$ cat src/rtl/cordic_pkg.sv
package cordic_pkg;

  // Per-sample control strobe that travels beside the data.
  typedef struct packed {
    logic valid;
    logic vectoring;
  } tag_t;

  // arctan(2^-i) scaled so that 2^32 equals one turn.
  function automatic logic [31:0] atanTurn32(input int idx);
    logic [31:0] v;
    case (idx)
      0:  v = 32'h20000000;
      1:  v = 32'h12E4051E;
      2:  v = 32'h09FB385B;
      3:  v = 32'h051111D4;
      4:  v = 32'h028B0D43;
      5:  v = 32'h0145D7E1;
      6:  v = 32'h00A2F61E;
      7:  v = 32'h00517C55;
      8:  v = 32'h0028BE53;
      9:  v = 32'h00145F2F;
      10: v = 32'h000A2F98;
      11: v = 32'h000517CC;
      12: v = 32'h00028BE6;
      13: v = 32'h000145F3;
      14: v = 32'h0000A2FA;
      15: v = 32'h0000517D;
      16: v = 32'h000028BE;
      17: v = 32'h0000145F;
      18: v = 32'h00000A30;
      19: v = 32'h00000518;
      20: v = 32'h0000028C;
      21: v = 32'h00000146;
      22: v = 32'h000000A3;
      23: v = 32'h00000051;
      24: v = 32'h00000029;
      25: v = 32'h00000014;
      26: v = 32'h0000000A;
      27: v = 32'h00000005;
      28: v = 32'h00000003;
      29: v = 32'h00000001;
      30: v = 32'h00000001;
      default: v = 32'h00000000;
    endcase
    return v;
  endfunction

  // Same constant rounded to an angle word of aw bits (aw <= 31).
  function automatic logic [31:0] atanTurnScaled(input int idx, input int aw);
    logic [32:0] sum;
    sum = {1'b0, atanTurn32(idx)} + (33'd1 << (31 - aw));
    sum = sum >> (32 - aw);
    return sum[31:0];
  endfunction

endpackage

$ cat src/rtl/cordic_ctrl.sv
module cordic_ctrl
  import cordic_pkg::*;
#(
  parameter int STAGES = 16
) (
  input  logic              clk,
  input  logic              rst,
  input  tag_t              inTag,
  output tag_t [STAGES:0]   tagPipe
);

  // Tag shift register: level k describes the sample held in data level k.
  always_ff @(posedge clk) begin
    if (rst) begin
      tagPipe <= '0;
    end else begin
      tagPipe[0] <= inTag;
      for (int k = 1; k <= STAGES; k++) begin
        tagPipe[k] <= tagPipe[k-1];
      end
    end
  end

endmodule

$ cat src/rtl/cordic_stage.sv
module cordic_stage
  import cordic_pkg::*;
#(
  parameter int                   IW    = 20,
  parameter int                   AW    = 18,
  parameter int                   SHIFT = 0,
  parameter logic signed [AW-1:0] STEP  = '0
) (
  input  logic                 clk,
  input  tag_t                 stb,
  input  logic signed [IW-1:0] xIn,
  input  logic signed [IW-1:0] yIn,
  input  logic signed [AW-1:0] zIn,
  output logic signed [IW-1:0] xOut,
  output logic signed [IW-1:0] yOut,
  output logic signed [AW-1:0] zOut
);

  logic signed [IW-1:0] xSh;
  logic signed [IW-1:0] ySh;
  logic                 turnCcw;

  always_comb begin
    xSh = xIn >>> SHIFT;
    ySh = yIn >>> SHIFT;
    // Vectoring: turn toward y = 0. Rotation: turn toward residual = 0.
    turnCcw = stb.vectoring ? yIn[IW-1] : ~zIn[AW-1];
  end

  always_ff @(posedge clk) begin
    if (stb.valid) begin
      if (turnCcw) begin
        xOut <= xIn - ySh;
        yOut <= yIn + xSh;
        zOut <= zIn - STEP;
      end else begin
        xOut <= xIn + ySh;
        yOut <= yIn - xSh;
        zOut <= zIn + STEP;
      end
    end
  end

endmodule

$ cat src/rtl/cordic_datapath.sv
module cordic_datapath
  import cordic_pkg::*;
#(
  parameter int STAGES = 16,
  parameter int CW     = 18,
  parameter int GUARD  = 2,
  parameter int AW     = 18
) (
  input  logic                        clk,
  input  logic                        rst,
  input  tag_t                        inTag,
  input  tag_t [STAGES:0]             tagPipe,
  input  logic signed [CW-1:0]        inX,
  input  logic signed [CW-1:0]        inY,
  input  logic signed [AW-1:0]        inZ,
  output logic signed [CW+GUARD-1:0]  outX,
  output logic signed [CW+GUARD-1:0]  outY,
  output logic signed [AW-1:0]        outZ
);

  localparam int IW = CW + GUARD;
  localparam int QUARTER_I = 1 << (AW - 2);
  localparam logic signed [AW-1:0] QUARTER = AW'(QUARTER_I);
  localparam logic signed [AW-1:0] RES_TOL = AW'(STAGES + 4);
  localparam int YTOL_I = ((1 << IW) >> (STAGES - 1)) + STAGES + 4;
  localparam logic signed [IW-1:0] Y_TOL = IW'(YTOL_I);

  logic signed [IW-1:0] xs [0:STAGES];
  logic signed [IW-1:0] ys [0:STAGES];
  logic signed [AW-1:0] zs [0:STAGES];

  logic signed [IW-1:0] extX;
  logic signed [IW-1:0] extY;
  logic signed [IW-1:0] preX;
  logic signed [IW-1:0] preY;
  logic signed [AW-1:0] preZ;

  // Quadrant pre-rotation by a quarter turn into the convergence range.
  always_comb begin
    extX = {{GUARD{inX[CW-1]}}, inX};
    extY = {{GUARD{inY[CW-1]}}, inY};
    preX = extX;
    preY = extY;
    preZ = inZ;
    if (inTag.vectoring) begin
      if (extX < 0) begin
        if (extY >= 0) begin
          preX = extY;
          preY = -extX;
          preZ = inZ + QUARTER;
        end else begin
          preX = -extY;
          preY = extX;
          preZ = inZ - QUARTER;
        end
      end
    end else begin
      if (inZ > QUARTER) begin
        preX = -extY;
        preY = extX;
        preZ = inZ - QUARTER;
      end else if (inZ < -QUARTER) begin
        preX = extY;
        preY = -extX;
        preZ = inZ + QUARTER;
      end
    end
  end

  always_ff @(posedge clk) begin
    if (inTag.valid) begin
      xs[0] <= preX;
      ys[0] <= preY;
      zs[0] <= preZ;
    end
  end

  for (genvar k = 0; k < STAGES; k++) begin : gStage
    cordic_stage #(
      .IW    (IW),
      .AW    (AW),
      .SHIFT (k),
      .STEP  (AW'(atanTurnScaled(k, AW)))
    ) uStage (
      .clk  (clk),
      .stb  (tagPipe[k]),
      .xIn  (xs[k]),
      .yIn  (ys[k]),
      .zIn  (zs[k]),
      .xOut (xs[k+1]),
      .yOut (ys[k+1]),
      .zOut (zs[k+1])
    );
  end

  assign outX = xs[STAGES];
  assign outY = ys[STAGES];
  assign outZ = zs[STAGES];

  AST_PREROT_ANGLE_RANGE: assert property (@(posedge clk) disable iff (rst)
    (tagPipe[0].valid && !tagPipe[0].vectoring) |-> (zs[0] <= QUARTER && zs[0] >= -QUARTER));

  AST_PREROT_X_NONNEG: assert property (@(posedge clk) disable iff (rst)
    (tagPipe[0].valid && tagPipe[0].vectoring) |-> (xs[0] >= 0));

  AST_ROT_RESIDUAL_SMALL: assert property (@(posedge clk) disable iff (rst)
    (tagPipe[STAGES].valid && !tagPipe[STAGES].vectoring) |-> (outZ <= RES_TOL && outZ >= -RES_TOL));

  AST_VEC_Y_NULLED: assert property (@(posedge clk) disable iff (rst)
    (tagPipe[STAGES].valid && tagPipe[STAGES].vectoring) |-> (outY <= Y_TOL && outY >= -Y_TOL));

  AST_VEC_MAG_NONNEG: assert property (@(posedge clk) disable iff (rst)
    (tagPipe[STAGES].valid && tagPipe[STAGES].vectoring) |-> (outX >= 0));

endmodule

$ cat src/rtl/cordic_engine.sv
module cordic_engine
  import cordic_pkg::*;
#(
  parameter int STAGES = 16,
  parameter int CW     = 18,
  parameter int GUARD  = 2,
  parameter int AW     = 18
) (
  input  logic                        clk,
  input  logic                        rst,
  input  logic                        inValid,
  input  logic                        inVectoring,
  input  logic signed [CW-1:0]        inX,
  input  logic signed [CW-1:0]        inY,
  input  logic signed [AW-1:0]        inZ,
  output logic                        outValid,
  output logic                        outVectoring,
  output logic signed [CW+GUARD-1:0]  outX,
  output logic signed [CW+GUARD-1:0]  outY,
  output logic signed [AW-1:0]        outZ
);

  localparam int CNT_W = $clog2(STAGES + 3);

  tag_t            inTag;
  tag_t [STAGES:0] tagPipe;

  assign inTag.valid     = inValid;
  assign inTag.vectoring = inVectoring;

  cordic_ctrl #(
    .STAGES (STAGES)
  ) uCtrl (
    .clk     (clk),
    .rst     (rst),
    .inTag   (inTag),
    .tagPipe (tagPipe)
  );

  cordic_datapath #(
    .STAGES (STAGES),
    .CW     (CW),
    .GUARD  (GUARD),
    .AW     (AW)
  ) uData (
    .clk     (clk),
    .rst     (rst),
    .inTag   (inTag),
    .tagPipe (tagPipe),
    .inX     (inX),
    .inY     (inY),
    .inZ     (inZ),
    .outX    (outX),
    .outY    (outY),
    .outZ    (outZ)
  );

  assign outValid     = tagPipe[STAGES].valid;
  assign outVectoring = tagPipe[STAGES].vectoring;

  // Occupancy counter: accepted samples not yet emitted.
  logic [CNT_W-1:0] inFlight;

  always_ff @(posedge clk) begin
    if (rst) begin
      inFlight <= '0;
    end else begin
      inFlight <= inFlight + CNT_W'(inValid) - CNT_W'(outValid);
    end
  end

  AST_INFLIGHT_BOUND: assert property (@(posedge clk) disable iff (rst)
    inFlight <= CNT_W'(STAGES + 1));

  AST_NO_PHANTOM_OUTPUT: assert property (@(posedge clk) disable iff (rst)
    outValid |-> (inFlight != '0));

endmodule

$ cat config.mk
export PLATFORM = sky130hd
export DESIGN_NAME = cordic_engine
export DESIGN_NICKNAME = d
export VERILOG_FILES = /design/src/rtl/cordic_pkg.sv /design/src/rtl/cordic_ctrl.sv /design/src/rtl/cordic_stage.sv /design/src/rtl/cordic_datapath.sv /design/src/rtl/cordic_engine.sv
export SDC_FILE = /design/constraint.sdc
export NUM_CORES = 2
export LEC_CHECK = 0
export BUFFER_PORTS_ARGS = -buffer_cell sky130_fd_sc_hd__buf_2
export CAP_MARGIN = 5
export CORE_MARGIN = 2
export CORE_UTILIZATION = 35
export DETAILED_ROUTE_END_ITERATION = 16
export GPL_ROUTABILITY_DRIVEN = 1
export PLACE_DENSITY = 0.6
export SLEW_MARGIN = 30
export SYNTH_ARGS = -nofsm -noshare
export SYNTH_HDL_FRONTEND = slang
export SYNTH_SLANG_ARGS = --single-unit
$ cat constraint.sdc
create_clock -name clk -period 5.19 [get_ports clk]
set_clock_uncertainty 0.05 [all_clocks]
set_input_delay 0.7785 -clock clk [delete_from_list [all_inputs] [get_ports clk]]
set_output_delay 0.7785 -clock clk [all_outputs]
set_load 0.005 [all_outputs]
==> summary.txt <==
Floorplan
  – Die Y: 485 um
  – Die X: about 490 um
  – Placement Rows: between 150 and 200
  – CORE AREA: between 200000 and 250000 um^2
  – Initial Util: a little over a third
  – I/O Pins: 118
  – Total die area: 235000 um^2

Detailed routing
  – Total Wirelength: about 210 mm
  – Drc violations: 0
  – DR WL/cell: between 15 and 20 um
  – Vias per cell: approximately 5.4
  – Iter 0 DRT Violations: 4791
  – Remaining antenna violation count: 0
  – Vias after detailed routing: around 63000
  – TritonRoute pass-1 iters: 8

Clocking
  – CTS tree: done
  – Cts hold-fix bufs: 0
  – Clk buf depth: 3
  – Postcts setup bufs: 0
  – Clk slew on worst S/H paths: ~0.060 ns
  – Clock sink count: 1019
  – Number of H-tree levels: 3
  – Number of buffers created by CTS: between 100 and 150
  – Clock latency on the worst-skew pair: around 0.80 ns
  – Post_cts resized: 0
  – Root buf cell: clkbuf_16

Layout
  – Final core occ: 38.8%
  – Area occupied by multi-input gates: 48600 um^2
  – Nets: around 9500
  – Commonest cells after routing, fill and taps aside: edfxtp_1 (985), ha_1 (927), a21oi_1 (773), xnor2_1 (713), nor2_1 (601)
  – Fin area: between 80000 and 90000 um^2
  – Fill cells: ~22000
  – Area grow syn2layout: 10.3%
  – Register area: 30300 um^2
  – Fraction of final layout cells sized beyond drive strength 1: approximately 5.6%
  – Most common cell after layout, fill and taps aside: edfxtp_1

Critical path
  – CP Depth: 14
  – Crit path capture: uData.gStage[2].uStage.xOut[19]
  – Worst path cell trace: nor3_1 > nand2_1 > nor4_1 > nand3b_1 > nor4_1 > a21oi_1 > xnor2_1 > ha_1 > a21oi_1 > o21ai_0 > a31o_2 > a221o_1 > xnor2_1 > xnor2_1
  – Number of buffer and inverter stages on the critical path: 0
  – Crit-path slowest cell: nor4_1
  – Worst Setup SP: uData.gStage[1].uStage.yOut[4]
  – Critical path's top delay family: simple AND/OR/NAND/NOR gates
  – Crit start category: flop
  – R2R Setup Slk: 0.57 ns
  – CP arrival: 5.11 ns
  – Crit path largest cell delay: approximately 0.73 ns
  – Reg2Reg Depth: 14
  – CP endpoint kind: flop
  – Most used cell, CP: xnor2_1
  – Crit Reg-Reg Endpoint: uData.gStage[2].uStage.xOut[19]
  – R2R Path Start: uData.gStage[1].uStage.yOut[4]
  – Required @ worst endpoint: 5.69 ns
  – CP max FO: 5
  – Critical path class: reg2reg

Global route
  – Initial antenna violation count: 3
  – First-pass GRT wire length: 326 mm
  – Number of global-route vias before repair: 60064
  – GR Util All Layers: between 10% and 20%
  – Gr ovfl total: 0
  – Pin count of the biggest net entering global routing: 60

STA
  – Period utilization: 89.0%
  – Max Clock Freq: roughly 220 MHz
  – Max-slew headroom: a little under a third
  – Final Hold Viols: 0
  – Worst Max-Slew Pin Slew: ~1 ns
  – Final min period: 4.62 ns
  – Setup_tns: 0 ns
  – RSZ-0062 raised after global routing: no
  – Finish-stage setup viols: 0
  – Final Slew Violations: 0

Logic synthesis
  – Syn Nets: ~9400
  – Synth Flop Type: edfxtp_1
  – Synthesis-stage register bit count: roughly 1000
  – Post-synth EDFFs: approximately 1000
  – Synth cell types: a little under 90
  – YS warnings: 0
  – Synth top area share: 36.5%
  – Seq/Total Area, Yosys: a little under two fifths
  – Async SR Flop Fraction: 0%
  – Top post-synthesis cells by area: edfxtp_1 (37%), ha_1 (14%), xnor2_1 (7.7%)
  – Area leader, netlist: edfxtp_1
  – Post-synthesis area per instance: between 9 and 10 um^2
  – Synth Instances: around 8400
  – Syn Std Cell Area: slightly above 80000 um^2

Placed design
  – Placed Area: about 85000 um^2
  – DP HPWL: between 150 and 200 mm
  – Port bufs: around 120
  – Placer Congestion: 0.883

Power
  – Worst IR Drop VDD: between 200 and 300 uV
  – Leak pwr: 35.4 nW
  – Power per cell area: 251 nW/um^2

Min path
  – Worst hold path class: in2reg

Status
  – Status: finished clean

Flow run
  – Max Cap Viol: 0
==> Yosys cell counts, types with 33 or more instances <==
library cell	count
clkbuf_1	135
nand4_1	62
ha_1	928
dfxtp_1	34
o211ai_1	64
fa_1	49
o21a_1	110
xnor2_1	713
nor4_1	51
nor2_1	601
nor2b_1	157
a31oi_1	99
o21ai_0	582
xor2_1	339
nand2b_1	117
nand2_1	543
inv_1	434
edfxtp_1	985
o31ai_1	84
o22ai_1	34
a21o_1	336
a21oi_1	779
and3_1	47
nor3_1	168
a211oi_1	52
nand3_1	127
mux2i_1	33
o21bai_1	112
or3_1	71
==> kinds of logic after synthesis <==
group	share of synthesized area (%)
mux	0.519
flops	37.4
compound gates	19.8
xor+xnor	11.4
fa+ha+maj	15.5
simple gates	12.6
buf+inv	2.77
==> state kept, by name, indices dropped and copies added (netlist names) <==
name,cells
uData.gStage.uStage.xOut,320
uData.gStage.uStage.yOut,319
uData.gStage.uStage.zOut,288
uCtrl.tagPipe,34
uData.xs,20
uData.ys,20
uData.zs,18
==> worst min path at each step <==
| stage | startpoint | endpoint | cells past startpoint |
|---|---|---|---|
| after global placement | uData.zs[299] | uData.gStage[0].uStage.zOut[11] | 0 |
| after global routing | inZ[11] | uData.zs[299] | 1 |
| after floorplan | uData.zs[288] | uData.gStage[0].uStage.zOut[0] | 0 |
| after detailed placement | uData.gStage[0].uStage.zOut[0] | uData.gStage[1].uStage.zOut[0] | 0 |
| final | inZ[1] | uData.zs[289] | 1 |
| after CTS | inZ[1] | uData.zs[289] | 1 |
==> power breakdown <==
group          switching, mW  total (mW)  internal [mW]
logic                   2.43        4.24           1.81
registers              0.234        9.69           9.45
clock network           3.55        8.46           4.91
total                   6.22        22.4           16.2
==> through the flow <==
stage | hold slack, ns | cells | setup slack, ns | power, mW
floorplan | 0.350 | 8354 | 0.432 | 13.0
global placement | 0.352 | 11411 | 0.419 | 14.0
detailed placement | 0.355 | 11411 | 0.679 | 14.1
CTS | 0.0411 | 11629 | 0.603 | 22.6
global route | 0.0661 | 11629 | 0.282 | 23.5
finish | 0.120 | 11631 | 0.572 | 22.4
==> layer usage <==
metal | vias to the layer above | part of all wire [%] | global-route usage (%)
met5 | - | 0.0097 | 0
met1 | 29848 | 46 | 23.3
met4 | 2 | 2.8 | 4.66
met3 | 291 | 4.6 | 2.03
met2 | 1453 | 46 | 28.0
li1 | 31221 | - | -
==> area by class of cell <==
cell class / count / area share [%]
Inverter: 442 / 1.86
Clock buffer: 161 / 3.56
Multi-Input combinational cell: 6741 / 54.4
Sequential cell: 1019 / 33.9
Clock inverter: 57 / 0.867
Tap cell: 3026 / 4.24
Antenna cell: 2 / 0.00560
Timing Repair Buffer: 183 / 1.21
No activity file was read; power rests on OpenSTA's default activity.
